File: config.mk
export PLATFORM = sky130hd
export DESIGN_NAME = pipe_hazard_ctrl
export DESIGN_NICKNAME = d
export VERILOG_FILES = /design/src/rtl/hzd_pkg.sv /design/src/rtl/hzd_port_track.sv /design/src/rtl/hzd_fwd_sel.sv /design/src/rtl/hzd_load_use.sv /design/src/rtl/pipe_hazard_ctrl.sv
export SDC_FILE = /design/constraint.sdc
export NUM_CORES = 1
export LEC_CHECK = 0
export ABC_AREA = 1
export BUFFER_PORTS_ARGS = -buffer_cell sky130_fd_sc_hd__buf_4
export CAP_MARGIN = 20
export CORE_MARGIN = 5
export CORE_UTILIZATION = 34
export DETAILED_ROUTE_END_ITERATION = 10
export PLACE_DENSITY = 0.75
export SYNTH_ARGS = -nofsm -noshare
export SYNTH_HDL_FRONTEND = slang
export SYNTH_SLANG_ARGS = --single-unit
File: constraint.sdc
create_clock -name clk -period 0.85 [get_ports clk]
set_input_delay 0.085 -clock clk [delete_from_list [all_inputs] [get_ports clk]]
set_output_delay 0.085 -clock clk [all_outputs]
set_load 0.02 [all_outputs]
File: src/rtl/hzd_pkg.sv
package hzd_pkg;
  typedef enum logic [1:0] {
    FWD_RF  = 2'b00,
    FWD_WB  = 2'b01,
    FWD_MEM = 2'b10
  } fwd_sel_e;
endpackage

File: src/rtl/hzd_port_track.sv
module hzd_port_track #(
  parameter int NPORT = 2
) (
  input  logic             clk,
  input  logic             rst_n,
  input  logic [NPORT-1:0] req,
  input  logic [NPORT-1:0] resp,
  output logic [NPORT-1:0] waiting
);
  logic [NPORT-1:0] pend_q;

  for (genvar p = 0; p < NPORT; p++) begin : g_port
    // a request opens a transaction; the response closes it
    always_ff @(posedge clk) begin
      if (!rst_n) pend_q[p] <= 1'b0;
      else        pend_q[p] <= req[p] | (pend_q[p] & ~resp[p]);
    end
    assign waiting[p] = pend_q[p] & ~resp[p];
  end
endmodule

File: src/rtl/hzd_fwd_sel.sv
module hzd_fwd_sel #(
  parameter int AW = 5
) (
  input  logic [AW-1:0]     rs,
  input  logic [AW-1:0]     mem_rd,
  input  logic              mem_wen,
  input  logic [AW-1:0]     wb_rd,
  input  logic              wb_wen,
  output hzd_pkg::fwd_sel_e sel
);
  import hzd_pkg::*;
  logic live, hit_mem, hit_wb;

  assign live    = (rs != '0);
  assign hit_mem = live & mem_wen & (mem_rd == rs);
  assign hit_wb  = live & wb_wen  & (wb_rd  == rs);

  always_comb begin
    if (hit_mem)     sel = FWD_MEM;
    else if (hit_wb) sel = FWD_WB;
    else             sel = FWD_RF;
  end
endmodule

File: src/rtl/hzd_load_use.sv
module hzd_load_use #(
  parameter int AW   = 5,
  parameter int NSRC = 2
) (
  input  logic [AW-1:0] src    [NSRC],
  input  logic          use_en [NSRC],
  input  logic [AW-1:0] ld_rd,
  input  logic          ld_valid,
  output logic          hit
);
  logic [NSRC-1:0] match;

  for (genvar s = 0; s < NSRC; s++) begin : g_src
    assign match[s] = use_en[s] & (src[s] == ld_rd);
  end

  assign hit = ld_valid & (ld_rd != '0) & (|match);
endmodule

File: src/rtl/pipe_hazard_ctrl.sv
module pipe_hazard_ctrl #(
  parameter int REG_AW = 5
) (
  input  logic              clk,
  input  logic              rst_n,
  input  logic              imem_req,
  input  logic              imem_resp,
  input  logic              dmem_req,
  input  logic              dmem_resp,
  input  logic [REG_AW-1:0] ex_rs1,
  input  logic [REG_AW-1:0] ex_rs2,
  input  logic [REG_AW-1:0] mem_rd,
  input  logic              mem_wen,
  input  logic [REG_AW-1:0] wb_rd,
  input  logic              wb_wen,
  input  logic [REG_AW-1:0] id_rs1,
  input  logic [REG_AW-1:0] id_rs2,
  input  logic              id_use_rs1,
  input  logic              id_use_rs2,
  input  logic [REG_AW-1:0] ex_rd,
  input  logic              ex_load,
  input  logic              ex_redirect,
  output logic              pc_en,
  output logic              ifid_en,
  output logic              idex_en,
  output logic              exmem_en,
  output logic              memwb_en,
  output logic              ifid_flush,
  output logic              idex_bubble,
  output logic [1:0]        fwd_a,
  output logic [1:0]        fwd_b
);
  import hzd_pkg::*;
  localparam int NSRC  = 2;
  localparam int NPORT = 2;

  // memory ports -> global freeze
  logic [NPORT-1:0] port_req, port_resp, port_wait;
  logic             freeze;
  assign port_req  = {dmem_req,  imem_req};
  assign port_resp = {dmem_resp, imem_resp};

  hzd_port_track #(.NPORT(NPORT)) trk_i (
    .clk     (clk),
    .rst_n   (rst_n),
    .req     (port_req),
    .resp    (port_resp),
    .waiting (port_wait)
  );
  assign freeze = |port_wait;

  // operand forwarding, one selector per execute source
  logic [REG_AW-1:0] ex_src [NSRC];
  fwd_sel_e          sel    [NSRC];
  assign ex_src[0] = ex_rs1;
  assign ex_src[1] = ex_rs2;

  for (genvar g = 0; g < NSRC; g++) begin : g_fwd
    hzd_fwd_sel #(.AW(REG_AW)) fwd_i (
      .rs      (ex_src[g]),
      .mem_rd  (mem_rd),
      .mem_wen (mem_wen),
      .wb_rd   (wb_rd),
      .wb_wen  (wb_wen),
      .sel     (sel[g])
    );
  end
  assign fwd_a = sel[0];
  assign fwd_b = sel[1];

  // load followed by dependent use
  logic [REG_AW-1:0] id_src [NSRC];
  logic              id_use [NSRC];
  logic              lu_hit;
  assign id_src[0] = id_rs1;
  assign id_src[1] = id_rs2;
  assign id_use[0] = id_use_rs1;
  assign id_use[1] = id_use_rs2;

  hzd_load_use #(.AW(REG_AW), .NSRC(NSRC)) lu_i (
    .src      (id_src),
    .use_en   (id_use),
    .ld_rd    (ex_rd),
    .ld_valid (ex_load),
    .hit      (lu_hit)
  );

  // arbitration: freeze > redirect > load-use > run
  always_comb begin
    pc_en       = 1'b1;
    ifid_en     = 1'b1;
    idex_en     = 1'b1;
    exmem_en    = 1'b1;
    memwb_en    = 1'b1;
    ifid_flush  = 1'b0;
    idex_bubble = 1'b0;
    if (freeze) begin
      pc_en    = 1'b0;
      ifid_en  = 1'b0;
      idex_en  = 1'b0;
      exmem_en = 1'b0;
      memwb_en = 1'b0;
    end else if (ex_redirect) begin
      ifid_flush  = 1'b1;
      idex_bubble = 1'b1;
    end else if (lu_hit) begin
      pc_en       = 1'b0;
      ifid_en     = 1'b0;
      idex_bubble = 1'b1;
    end
  end
endmodule

; Word-level counts from Yosys, hierarchy flattened
; Cells that the tools add are included.
; W data, S select, Z words.
[op_classes]
mux = 13
bitwise = 18
eq_ne = 6
n_reduce_logical = 5
[op_table]
columns = op, count
row1 = $eq A5 B5 Y1, 6
row2 = $reduce_bool A5 Y1, 3
row3 = $and A1 B1 Y1, 14
row4 = $mux W1, 11
row5 = $mux W2, 2
row6 = $reduce_or A2 Y1, 2
row7 = $not A1 Y1, 2
row8 = $or A1 B1 Y1, 2
[totals]
ff_bits = 2
output_inout_bits = 11
wordCells = 44
input_bits = 47

; Depth between registers and ports, before layout
[depth]
ltp_word = 7
ltp_mapped = 10
ltp_nobuf = 9

; By module
; From an unflattened synthesis, not the netlist that was laid out.
[hier_totals]
cells_unflattened = 208
hier_area_um2 = 857.1
[by_module_without_submodules]
columns = mod, area_per_inst_um2, cells_each, n_inst
row1 = hzd_fwd_sel, 245.2, 63, 2
row2 = hzd_load_use, 216.5, 55, 1
row3 = hzd_port_track, 83.8, 13, 1
row4 = pipe_hazard_ctrl, 66.3, 14, 1

; Worst setup path after synthesis
; Ideal clock, no wire load.
[synth_timing]
kind = register to output
from = reg trk_i.pend_q[1]
to = out pc_en
arrival_time_ns = 1.106
n_path_buf = 1
setup_slack_ns = -0.341
path_stages_with_launch = 7
path_cell_list = dfxtp_1 nand2_1 nand2_1 inv_1 nand2_1 nand2_1 buf_4
[synth_via]
elab_chain_cells = 3
[synth_rtl]
columns = element, line_no
row1 = "start, declared", hzd_port_track.sv:10  ; logic [NPORT-1:0] pend_q;
row2 = "start signal, assigned by index", hzd_port_track.sv:16  ; else pend_q[p] <= req[p] | (pend_q[p] & ~resp[p]);
row3 = $and A1 B1 Y1, hzd_port_track.sv:18  ; assign waiting[p] = pend_q[p] & ~resp[p];
row4 = $reduce_or A2 Y1, pipe_hazard_ctrl.sv:50  ; assign freeze = |port_wait;
row5 = $mux W1, n/a
row6 = "end, declared", pipe_hazard_ctrl.sv:23  ; output logic pc_en,
; Every way passes these cells.

; Final worst setup path
[layout_timing]
from = in ex_rd[1]
to = out ifid_en
[layout_via]
elab_chain_cells = 7
[layout_rtl]
columns = element, line_no
row1 = "start, declared", pipe_hazard_ctrl.sv:20  ; input logic [REG_AW-1:0] ex_rd,
row2 = $eq A5 B5 Y1, hzd_load_use.sv:14  ; assign match[s] = use_en[s] & (src[s] == ld_rd);
row3 = $and A1 B1 Y1, hzd_load_use.sv:14
row4 = $reduce_or A2 Y1, hzd_load_use.sv:17  ; assign hit = ld_valid & (ld_rd != '0) & (|match);
row5 = $and A1 B1 Y1 (*), hzd_load_use.sv:17
row6 = $mux W1 (*), pipe_hazard_ctrl.sv:106  ; end else if (lu_hit) begin
row7 = $mux W1 (*), pipe_hazard_ctrl.sv:103  ; end else if (ex_redirect) begin
row8 = $mux W1 (*), pipe_hazard_ctrl.sv:97  ; if (freeze) begin
row9 = "end, declared", pipe_hazard_ctrl.sv:24  ; output logic ifid_en,
; Every way passes the cells marked *; elsewhere a longest branch is shown, timed or not.

==> results.cfg <==
[status]
status = finished with violations
violations = setup timing

[sta]
whs_ns = 0.110
min_period_over_period = 1.34
final_hold_viol_count = 0
slew_violations = 0
period_minus_slack_ns = 1.14
tightest_slew_ns = 0.164
clock-skew-final_ns = 0
max_freq_ghz = 0.879
maxSlewHeadroom = 0.890
rsz0062_at_grt = yes
setup_violations = 11
worst_slack_ns = -0.288

[place]
dpl-instance-area_sq_um = 1150
io_buffers = 57
post-dp-hpwl_um = 2120
gp_congestion = 0.829
place_ws_ns = -0.205

[cells_and_area]
final_util = 0.740
areaGrowthSynthToFinish_pct = 109
antennaDiodeCount = 0
reg_top3 = trk_i.pend_q x2
largest-register = trk_i.pend_q
postLayoutCellArea_sq_um = 1440
finalNetCount = 256
drive_gt1_frac = 0.527
largest_reg_flops = 2

[global_route]
grt_usage = 0.182
antenna_found_initial = 0
grt_max_degree = 6
first_global_vias = 983
grt-ovfl-total = 0
grt_pass1_wl_um = 4060

[route]
wirelength_um = 3040
drc = 0
avgRoutedWirePerCell_um = 13.0
drtAntennaViolNets = 0
drt_iter0_drc = 15
vias_per_cell = 4.54
dr.pass1.iters = 4
num_vias = 1062

[synth]
synth_adder_area_share = 0
yosys.area_share.simple = 0.507
syn_avg_cell_area_sq_um = 4.78
synthCells = 144
synth_fp_nets = 191
synth_top_area_cell = nand2_1
yosysWarnings = 0
synth_cell_types = 19
synth_top_area_frac = 0.289
yosys-top-cells-area = nand2_1 (29%), inv_1 (17%), nor2_1 (8.2%)
synth_top_family_by_area = simple AND/OR/NAND/NOR gates
synth_seq_cells = 2
synth-xor-area-share = 0.115
synth_seq_area_share = 0.0582
syn_area_sq_um = 688
synthMuxAreaShare = 0
synth_compound_area_frac = 0.0800

[worst_setup_path]
r2r_slack_ns = 0.17
worst-setup-path-type = in2out
crit_required_ns = 0.76
reg2reg_to = trk_i.pend_q[1]
critPathMaxFanout = 3
crit_arrival_ns = 1.05
crit_path_end_kind = output port
reg2reg_depth = 3
r2r_start = trk_i.pend_q[1]
startpoint_type = input pin

[clock_tree]
cts_sinks = 2
hold_buffers = 0
clock_latency_ns = 0.22
h-tree-depth = 1
clockBufferDepth = 2
cts_made_buffers = 3
cts_tree = done
root_buffer = clkbuf_4
path_clk_slew_ns = 0.03

[floorplan]
placementRows = 16
start_util = 0.354
io_pins = 58
fp.coreArea_sq_um = 1940
die-width_um = 55.0
die_h_um = 55.0
dieArea_sq_um = 3020

[min_path]
holdPathEnd = trk_i.pend_q[1]
worstHoldStart = rst_n
worstHoldPathCells = 3
min-delay-path-class = in2reg

[power]
powerDensity_nw_per_um2 = 717
power_leakage_nw = 0.827
worst_ir_drop_vdd_mv = 0.993
total_power_mw = 1.03

[flow_run]
maxCapViolCount = 0
cell usage after synthesis:
cell      number
nand2_1       53
inv_1         32
nor2_1        15
nand4_1        8
buf_4          5
xnor2_1        5
a21oi_1        4
xor2_1         4
nand3_1        3
dfxtp_1        2
inv_2          2
nor3_1         2
o21ai_0        2
o22ai_1        2
a21boi_0       1
and3_1         1
nor2_2         1
o21ai_1        1
or2_2          1
metrics by stage:
step	std cells	setup TNS [ns]
5_1_grt	234	-2.52
2_1_floorplan	144	-0.150
3_3_place_gp	228	-0.718
4_1_cts	233	-1.75
6_report	234	-1.92
3_5_place_dp	228	-0.902
kinds of logic (layout without fill, tap and decap cells):
logic type,after synthesis,in the layout
AOI/OAI and AO/OA,10,10
buffers and inverters,39,102
DFF,2,2
and+or+nand+nor,84,84
xor gates and xnor gates,9,9
repair_timing:
item                                    CTS  global route
pin swaps                                13            17
setup buffers                             2             1
resized for setup                        38            36
endpoints found under the setup margin   11            11
worst max path at each step:
stage / from / endpoint / depth (start not counted)
final: ex_rd[1] / ifid_en / 10
after global routing: ex_rd[4] / ifid_en / 11
after CTS: trk_i.pend_q[1] / ifid_en / 6
after detailed placement: ex_rd[3] / ifid_en / 9
after global placement: ex_rd[3] / ifid_en / 9
after floorplan: trk_i.pend_q[0] / pc_en / 6
layout make-up:
type,count,area (sq um)
multi-input combinational,103,603
timing repair buffer,65,598
fill,165,504
inverter,34,138
sequential,2,42.5
tap,27,33.8
clock buffer,3,22.5
per-layer routing:
layer / wire length [um] / track usage / vias up
li1: - / - / 558
met1: 1140 / 0.215 / 452
met2: 1650 / 0.348 / 42
met3: 138 / 0.00804 / 10
met4: 106 / 0.0567 / 0
met5: 0 / 0 / -
worst max-delay path, cell delays in order:
cell and delay (ns):
buf_4 0.12, nand2_1 0.08, nand2_1 0.07, nor2_1 0.11
nand3_1 0.08, nand2_1 0.12, nand2_1 0.09, nand2_1 0.09
nand2_2 0.08, buf_6 0.14
where the power goes:
group	internal, mW	total (mW)	switching [mW]	leakage (nW)
Sequential	0.102	0.105	0.00261	0.0172
Clock	0.156	0.206	0.0505	0.0138
Combinational	0.386	0.719	0.333	0.796
Total	0.644	1.03	0.387	0.827
cell usage in the layout (no fill, tap or decap), types with 2 or more instances in the layout:
| master | netlist | layout |
|---|---|---|
| a21oi_1 | 4 | 2 |
| a21oi_2 | 0 | 2 |
| buf_4 | 5 | 43 |
| buf_6 | 0 | 16 |
| buf_8 | 0 | 5 |
| clkbuf_4 | 0 | 3 |
| dfxtp_2 | 0 | 2 |
| inv_1 | 32 | 20 |
| inv_2 | 2 | 10 |
| inv_4 | 0 | 4 |
| nand2_1 | 53 | 43 |
| nand2_2 | 0 | 9 |
| nand3_1 | 3 | 2 |
| nand4_1 | 8 | 8 |
| nor2_1 | 15 | 15 |
| o21ai_2 | 0 | 2 |
| xnor2_1 | 5 | 2 |
| xnor2_2 | 0 | 2 |
| xor2_1 | 4 | 3 |
Power figures use the tool's default switching activity.
